===== config.mk =====
export PLATFORM = sky130hd
export DESIGN_NAME = tri_interval_timer
export DESIGN_NICKNAME = d
export VERILOG_FILES = /design/src/rtl/pit_pkg.sv /design/src/rtl/pit_tick_gen.sv /design/src/rtl/pit_channel.sv /design/src/rtl/tri_interval_timer.sv
export SDC_FILE = /design/constraint.sdc
export NUM_CORES = 1
export LEC_CHECK = 0
export ABC_AREA = 1
export BUFFER_PORTS_ARGS = -buffer_cell sky130_fd_sc_hd__buf_2
export CAP_MARGIN = 10
export CORE_MARGIN = 2
export CORE_UTILIZATION = 55
export DETAILED_ROUTE_END_ITERATION = 6
export PLACE_DENSITY = 0.71
export SLEW_MARGIN = 15
export SYNTH_ARGS = -nofsm -noshare
export SYNTH_HDL_FRONTEND = slang
export SYNTH_SLANG_ARGS = --single-unit

===== constraint.sdc =====
create_clock -name clk -period 2.75 [get_ports clk]
set_input_delay 0.275 -clock clk [delete_from_list [all_inputs] [get_ports clk]]
set_output_delay 0.275 -clock clk [all_outputs]
set_load 0.01 [all_outputs]

===== src/rtl/pit_pkg.sv =====
package pit_pkg;
  localparam int NCH = 3;
  localparam logic [2:0] CTL_ADDR = 3'd3;
  localparam logic [2:0] SPK_ADDR = 3'd4;

  typedef enum logic [1:0] {ACC_LATCH = 2'd0, ACC_LO = 2'd1, ACC_HI = 2'd2, ACC_LOHI = 2'd3} acc_e;
  typedef enum logic [1:0] {CM_ONESHOT = 2'd0, CM_RATE = 2'd1, CM_SQUARE = 2'd2} cmode_e;

  // modes 0, 2, 3, 6, 7 are accepted
  function automatic logic mode_ok(input logic [2:0] m);
    return (m == 3'd0) || m[1];
  endfunction

  function automatic cmode_e decode_mode(input logic [2:0] m);
    if (m == 3'd0) return CM_ONESHOT;
    return m[0] ? CM_SQUARE : CM_RATE;
  endfunction

  // square wave: even count, 0 and 1 stand for 65536 (held as 0)
  function automatic logic [15:0] square_reload(input logic [15:0] r);
    return (r <= 16'd1) ? 16'd0 : {r[15:1], 1'b0};
  endfunction

  function automatic logic [15:0] stage_byte(input logic [15:0] r, input acc_e a,
                                             input logic hi, input logic [7:0] b);
    case (a)
      ACC_LO:  return {8'h00, b};
      ACC_HI:  return {b, 8'h00};
      default: return hi ? {b, r[7:0]} : {r[15:8], b};
    endcase
  endfunction

  function automatic logic [15:0] first_count(input cmode_e m, input logic [15:0] r);
    return (m == CM_SQUARE) ? square_reload(r) : r;
  endfunction

  function automatic logic [15:0] next_count(input cmode_e m, input logic [15:0] c,
                                             input logic [15:0] r);
    case (m)
      CM_RATE:   return (c == 16'd1) ? r : c - 16'd1;
      CM_SQUARE: return (c == 16'd2) ? square_reload(r) : c - 16'd2;
      default:   return c - 16'd1;
    endcase
  endfunction

  function automatic logic next_out(input cmode_e m, input logic [15:0] c, input logic o);
    case (m)
      CM_RATE:   return c != 16'd1;
      CM_SQUARE: return (c == 16'd2) ? ~o : o;
      default:   return (c == 16'd1) ? 1'b1 : o;
    endcase
  endfunction
endpackage


===== src/rtl/pit_tick_gen.sv =====
module pit_tick_gen #(
  parameter int DIV = 42
) (
  input  logic clk,
  input  logic rst_n,
  output logic tick
);
  localparam int W = (DIV > 2) ? $clog2(DIV) : 1;
  logic [W-1:0] pre_q;

  assign tick = (pre_q == W'(DIV - 1));

  always_ff @(posedge clk or negedge rst_n) begin
    if (!rst_n) pre_q <= '0;
    else        pre_q <= tick ? '0 : pre_q + 1'b1;
  end
endmodule


===== src/rtl/pit_channel.sv =====
module pit_channel
  import pit_pkg::*;
(
  input  logic       clk,
  input  logic       rst_n,
  input  logic       tick,
  input  logic       cfg_we,
  input  cmode_e     cfg_mode,
  input  acc_e       cfg_acc,
  input  logic       latch_we,
  input  logic       wr_we,
  input  logic       rd_re,
  input  logic [7:0] wdata,
  output logic [7:0] rdata,
  output logic       ch_out,
  output logic       load_evt
);
  cmode_e      mode_q;
  acc_e        acc_q;
  logic [15:0] count_q, reload_q, latch_q, reload_nx, src;
  logic        run_q, wr_hi_q, rd_hi_q, held_q;

  assign load_evt  = wr_we && (acc_q != ACC_LOHI || wr_hi_q);
  assign reload_nx = stage_byte(reload_q, acc_q, wr_hi_q, wdata);
  assign src       = held_q ? latch_q : count_q;
  assign rdata     = rd_hi_q ? src[15:8] : src[7:0];

  always_ff @(posedge clk or negedge rst_n) begin
    if (!rst_n) begin
      mode_q   <= CM_ONESHOT;
      acc_q    <= ACC_LOHI;
      count_q  <= '0;
      reload_q <= '0;
      latch_q  <= '0;
      run_q    <= 1'b0;
      wr_hi_q  <= 1'b0;
      rd_hi_q  <= 1'b0;
      held_q   <= 1'b0;
      ch_out   <= 1'b0;
    end else if (cfg_we) begin
      mode_q  <= cfg_mode;
      acc_q   <= cfg_acc;
      run_q   <= 1'b0;
      wr_hi_q <= 1'b0;
      rd_hi_q <= (cfg_acc == ACC_HI);
      held_q  <= 1'b0;
      ch_out  <= (cfg_mode != CM_ONESHOT);
    end else begin
      if (latch_we) begin
        held_q  <= 1'b1;
        latch_q <= count_q;
        rd_hi_q <= 1'b0;
      end else if (rd_re) begin
        if (held_q) begin
          if (rd_hi_q) begin
            held_q  <= 1'b0;
            rd_hi_q <= (acc_q == ACC_HI);
          end else begin
            rd_hi_q <= 1'b1;
          end
        end else if (acc_q == ACC_LOHI) begin
          rd_hi_q <= ~rd_hi_q;
        end
      end
      if (wr_we) begin
        reload_q <= reload_nx;
        if (acc_q == ACC_LOHI) wr_hi_q <= ~wr_hi_q;
      end
      if (load_evt) begin
        count_q <= first_count(mode_q, reload_nx);
        run_q   <= 1'b1;
        ch_out  <= (mode_q != CM_ONESHOT);
      end else if (tick && run_q) begin
        count_q <= next_count(mode_q, count_q, reload_q);
        ch_out  <= next_out(mode_q, count_q, ch_out);
      end
    end
  end
endmodule


===== src/rtl/tri_interval_timer.sv =====
module tri_interval_timer
  import pit_pkg::*;
#(
  parameter int TICK_DIV = 42
) (
  input  logic       clk,
  input  logic       rst_n,
  input  logic       bus_wr,
  input  logic       bus_rd,
  input  logic [2:0] bus_addr,
  input  logic [7:0] bus_wdata,
  output logic [7:0] bus_rdata,
  output logic       timer_irq,
  output logic       timer_out1,
  output logic       speaker_tone,
  output logic       cfg_unsupported
);
  logic           tick_w;
  logic [NCH-1:0] cfg_we, latch_we, load_evt, ch_out;
  logic [7:0]     ch_rdata [NCH];
  logic           ctl_wr, latch_cmd, cfg_ok;
  logic [1:0]     ctl_sel;
  logic [3:0]     spk_q;
  logic           unsup_q;

  pit_tick_gen #(.DIV(TICK_DIV)) u_tick (.clk(clk), .rst_n(rst_n), .tick(tick_w));

  assign ctl_wr    = bus_wr && (bus_addr == CTL_ADDR);
  assign ctl_sel   = bus_wdata[7:6];
  assign latch_cmd = ctl_wr && (ctl_sel != 2'd3) && (bus_wdata[5:0] == 6'd0);
  assign cfg_ok    = ctl_wr && (ctl_sel != 2'd3) && (bus_wdata[5:4] != 2'd0)
                     && !bus_wdata[0] && mode_ok(bus_wdata[3:1]);

  generate
    for (genvar i = 0; i < NCH; i++) begin : g_ch
      assign cfg_we[i]   = cfg_ok && (ctl_sel == 2'(i));
      assign latch_we[i] = latch_cmd && (ctl_sel == 2'(i));
      pit_channel u_ch (
        .clk      (clk),
        .rst_n    (rst_n),
        .tick     (tick_w),
        .cfg_we   (cfg_we[i]),
        .cfg_mode (decode_mode(bus_wdata[3:1])),
        .cfg_acc  (acc_e'(bus_wdata[5:4])),
        .latch_we (latch_we[i]),
        .wr_we    (bus_wr && (bus_addr == 3'(i))),
        .rd_re    (bus_rd && (bus_addr == 3'(i))),
        .wdata    (bus_wdata),
        .rdata    (ch_rdata[i]),
        .ch_out   (ch_out[i]),
        .load_evt (load_evt[i])
      );
    end
  endgenerate

  always_ff @(posedge clk or negedge rst_n) begin
    if (!rst_n) begin
      spk_q   <= '0;
      unsup_q <= 1'b0;
    end else begin
      unsup_q <= ctl_wr && !latch_cmd && !cfg_ok;
      if (bus_wr && bus_addr == SPK_ADDR) spk_q <= bus_wdata[3:0];
    end
  end

  always_comb begin
    case (bus_addr)
      3'd0, 3'd1, 3'd2: bus_rdata = ch_rdata[bus_addr[1:0]];
      SPK_ADDR:         bus_rdata = {2'b00, ch_out[2], 1'b0, spk_q};
      default:          bus_rdata = 8'h00;
    endcase
  end

  assign timer_irq       = ch_out[0];
  assign timer_out1      = ch_out[1];
  assign speaker_tone    = ch_out[2];
  assign cfg_unsupported = unsup_q;
endmodule


==> impl_metrics.json <==
{
  "ys_types": 50,
  "cts_tree": "built",
  "drt_wl_total_um": 42700,
  "nNetsFinal": 2062,
  "grt_use_total_pct": 33.6,
  "fin_area_sq_um": 14400,
  "io_buffers": 26,
  "synth.top_cell.area_share_pct": 33.0,
  "power_density_nw_per_um2": 765,
  "postPlaceCellArea_sq_um": 13800,
  "max_slew_margin_pct": 54.2,
  "num_antenna_cells": 0,
  "synthFlopType": "dfrtp_1",
  "end_kind": "output port",
  "whs_endpoint": "cfg_unsupported",
  "wl_per_cell_um": 18.2,
  "initialDrtViolationCount": 1758,
  "start_kind": "register",
  "syn_avg_cell_area_sq_um": 6.70,
  "drt-pass1-iter-count": 6,
  "grt_max_degree": 74,
  "rr_worst_depth": 8,
  "h-tree-depth": 4,
  "async_flop_share_pct": 100,
  "worst_pin_slew_ps": 688,
  "grt_pass1_wl_um": 67800,
  "cts_num_sinks": 182,
  "yosys.area.top_type": "dfrtp_1",
  "core_area_sq_um": 24100,
  "finalHoldViolCount": 0,
  "fin_setup_tns_ps": 0,
  "cts_buffers": 17,
  "netlist_top_cells_count": "534 x nand2_1, 241 x o21ai_0, 210 x inv_1",
  "r2r_slack_ps": 410,
  "switching_share_pct": 46.5,
  "area_growth_syn_to_layout_pct": 8.12,
  "gr-total-overflow": 0,
  "yosys_warnings": 0,
  "maxCapViolCount": 0,
  "p_leak_nw": 7.22,
  "place_hpwl_um": 32100,
  "syn_nets": 2043,
  "reg2reg_to": "g_ch[1].u_ch.count_q[15]",
  "required_ps": 2480,
  "worst_clock_skew_ps": 24.4,
  "clkTransAtPathRegs_ps": 70,
  "grt_antenna_before_repair": 0,
  "slew_viol_final": 0,
  "die_h_um": 160,
  "post-route-min-period_ps": 2570,
  "max_freq_ghz": 0.389,
  "io_pins": 27,
  "setup_violations": 0,
  "worstSetupPathType": "register to output port",
  "hold_path.class": "input port to register",
  "start_util_pct": 55.4,
  "routabilityCongestion": 1.03,
  "drc": 0,
  "layout-drive-gt1-share_pct": 9.49,
  "min_path_cells": 3,
  "clock_power_share_pct": 22.3,
  "status": "finished clean",
  "die_x_um": 160,
  "final.period_utilization_pct": 93.4,
  "clk_path_buf_depth": 2,
  "clock_latency_ps": 460,
  "rsz0062_at_grt": "no",
  "combPwrFrac_pct": 42.0,
  "r2r-start": "g_ch[1].u_ch.acc_q[0]",
  "hold-worst-slack_ps": 190,
  "yosysSeqAreaShare_pct": 34.1,
  "vias": 13600,
  "p_seq_share_pct": 35.7,
  "ys_ff_latch": 182,
  "yosys-top-cells-area": "dfrtp_1 33%, nand2_1 15%, o21ai_0 9.0%",
  "ir_drop_mv": 0.331,
  "switchingPower_mw": 5.14,
  "grt_pass1_vias": 12300,
  "arrival_ps": 2290,
  "viasPerCell": 5.78,
  "worstHoldStart": "bus_addr[0]",
  "synth_most_common_cell": "nand2_1",
  "cts_root_buf": "clkbuf_16",
  "netlist_area_sq_um": 13400,
  "dieArea_sq_um": 25600,
  "ant_nets": 0,
  "cp_max_fo": 11,
  "intPower_mw": 5.92,
  "core.rowCount": 57,
  "synth_edf_count": 0,
  "synthCells": 1993
}
placed cells by master, fill, tap and decap left out, drive strengths merged, types with 3 or more instances in the layout:
master    Yosys  layout
dfstp         6       6
inv         219     227
dfrtp       176     176
a22oi         3       3
clkinv        5       8
nor3         14      14
nor2        213     213
a32o          5       5
a31oi         9       9
clkbuf       35      19
nand3       150     150
nand2       568     568
o31ai         4       4
nand4        12      12
or2           4       4
o22ai        31      31
buf          28      60
ha           35      35
a21oi       157     157
clkinvlp      0       3
o21ai       266     266
xnor2         4       4
xor2         36      36
kinds of logic (layout without fill, tap and decap cells):
group / count (synthesis) / count (layout) / synth area share (%)
XOR/XNOR: 40 / 40 / 2.62
AO/OA/AOI/OAI: 484 / 484 / 19.3
AND/OR/NAND/NOR: 963 / 963 / 31.6
buffers and inverters: 287 / 318 / 8.81
flip-flops: 182 / 182 / 34.1
adder cells (fa/ha/maj): 35 / 35 / 3.28
multiplexers: 2 / 2 / 0.169
flip-flops by register name (all words and copies together) (netlist names):
register	count
cfg_unsupported	1
g_ch.u_ch.acc_q	6
g_ch.u_ch.ch_out	3
g_ch.u_ch.count_q	48
g_ch.u_ch.held_q	3
g_ch.u_ch.latch_q	48
g_ch.u_ch.mode_q	6
g_ch.u_ch.rd_hi_q	3
g_ch.u_ch.reload_q	48
g_ch.u_ch.run_q	3
g_ch.u_ch.wr_hi_q	3
spk_q	4
u_tick.pre_q	6
through the flow:
stage	power [mW]	cells	worst slack [ps]	util [%]
final	11.1	2348	181	59.9
after global routing	11.8	2348	18.1	59.9
after floorplan	6.98	1993	846	-
after global placement	8.42	2313	529	57.4
after CTS	10.9	2345	4.93	59.8
after detailed placement	8.47	2313	481	57.4
power groups by stage:
stage	Clock, mW	Combinational [mW]	Sequential (mW)
2_1_floorplan	0	3.34	3.64
3_3_place_gp	0	4.46	3.96
3_5_place_dp	0	4.50	3.96
4_1_cts	2.48	4.54	3.91
5_1_grt	2.59	5.21	4.01
6_report	2.46	4.65	3.95
final cells by class:
class                           instances  area [sq um]
Clock buffer                           18           439
Clock inverter                         13           134
Fill cell                            2323          9660
Inverter                              224           850
Multi-Input combinational cell       1524          7620
Sequential cell                       182          4560
Tap cell                              324           405
Timing Repair Buffer                   62           424
Timing Repair inverter                  1          7.51
critical path: stages (launching register included):
cell,delay [ps]
dfrtp_1,630
inv_1,270
a21oi_1,170
o21ai_0,140
nand2_1,110
a32o_1,150
o21ai_0,80
nand2_1,150
buf_2,140
repair_timing:
action / 4_1_cts / 5_1_grt
setup buffers: 0 / 2
hold buffers: 1 / 0
hold endpoints to repair: 69 / 0
resized for setup: 0 / 5
setup endpoints to repair: 0 / 8
per-layer routing:
metal	GRT usage (%)	share of wire (%)	vias up	wire length [um]
met4	10.5	2.6	0	1130
li1	-	-	6569	-
met5	0	0	-	0
met1	50.0	45	6283	19100
met2	50.7	44	651	18600
met3	4.81	9.0	80	3860
worst max-delay path by stage:
stage,startpoint,endpoint,slack (ps),cells after the start
6_report,g_ch[2].u_ch.rd_hi_q,bus_rdata[0],180,8
5_1_grt,g_ch[2].u_ch.rd_hi_q,bus_rdata[3],20,8
4_1_cts,g_ch[2].u_ch.held_q,bus_rdata[0],5,8
3_5_place_dp,g_ch[2].u_ch.held_q,bus_rdata[0],480,8
3_3_place_gp,g_ch[2].u_ch.held_q,bus_rdata[0],530,8
2_1_floorplan,g_ch[2].u_ch.acc_q[0],g_ch[2].u_ch.count_q[3],850,7
Power figures use the tool's default switching activity.
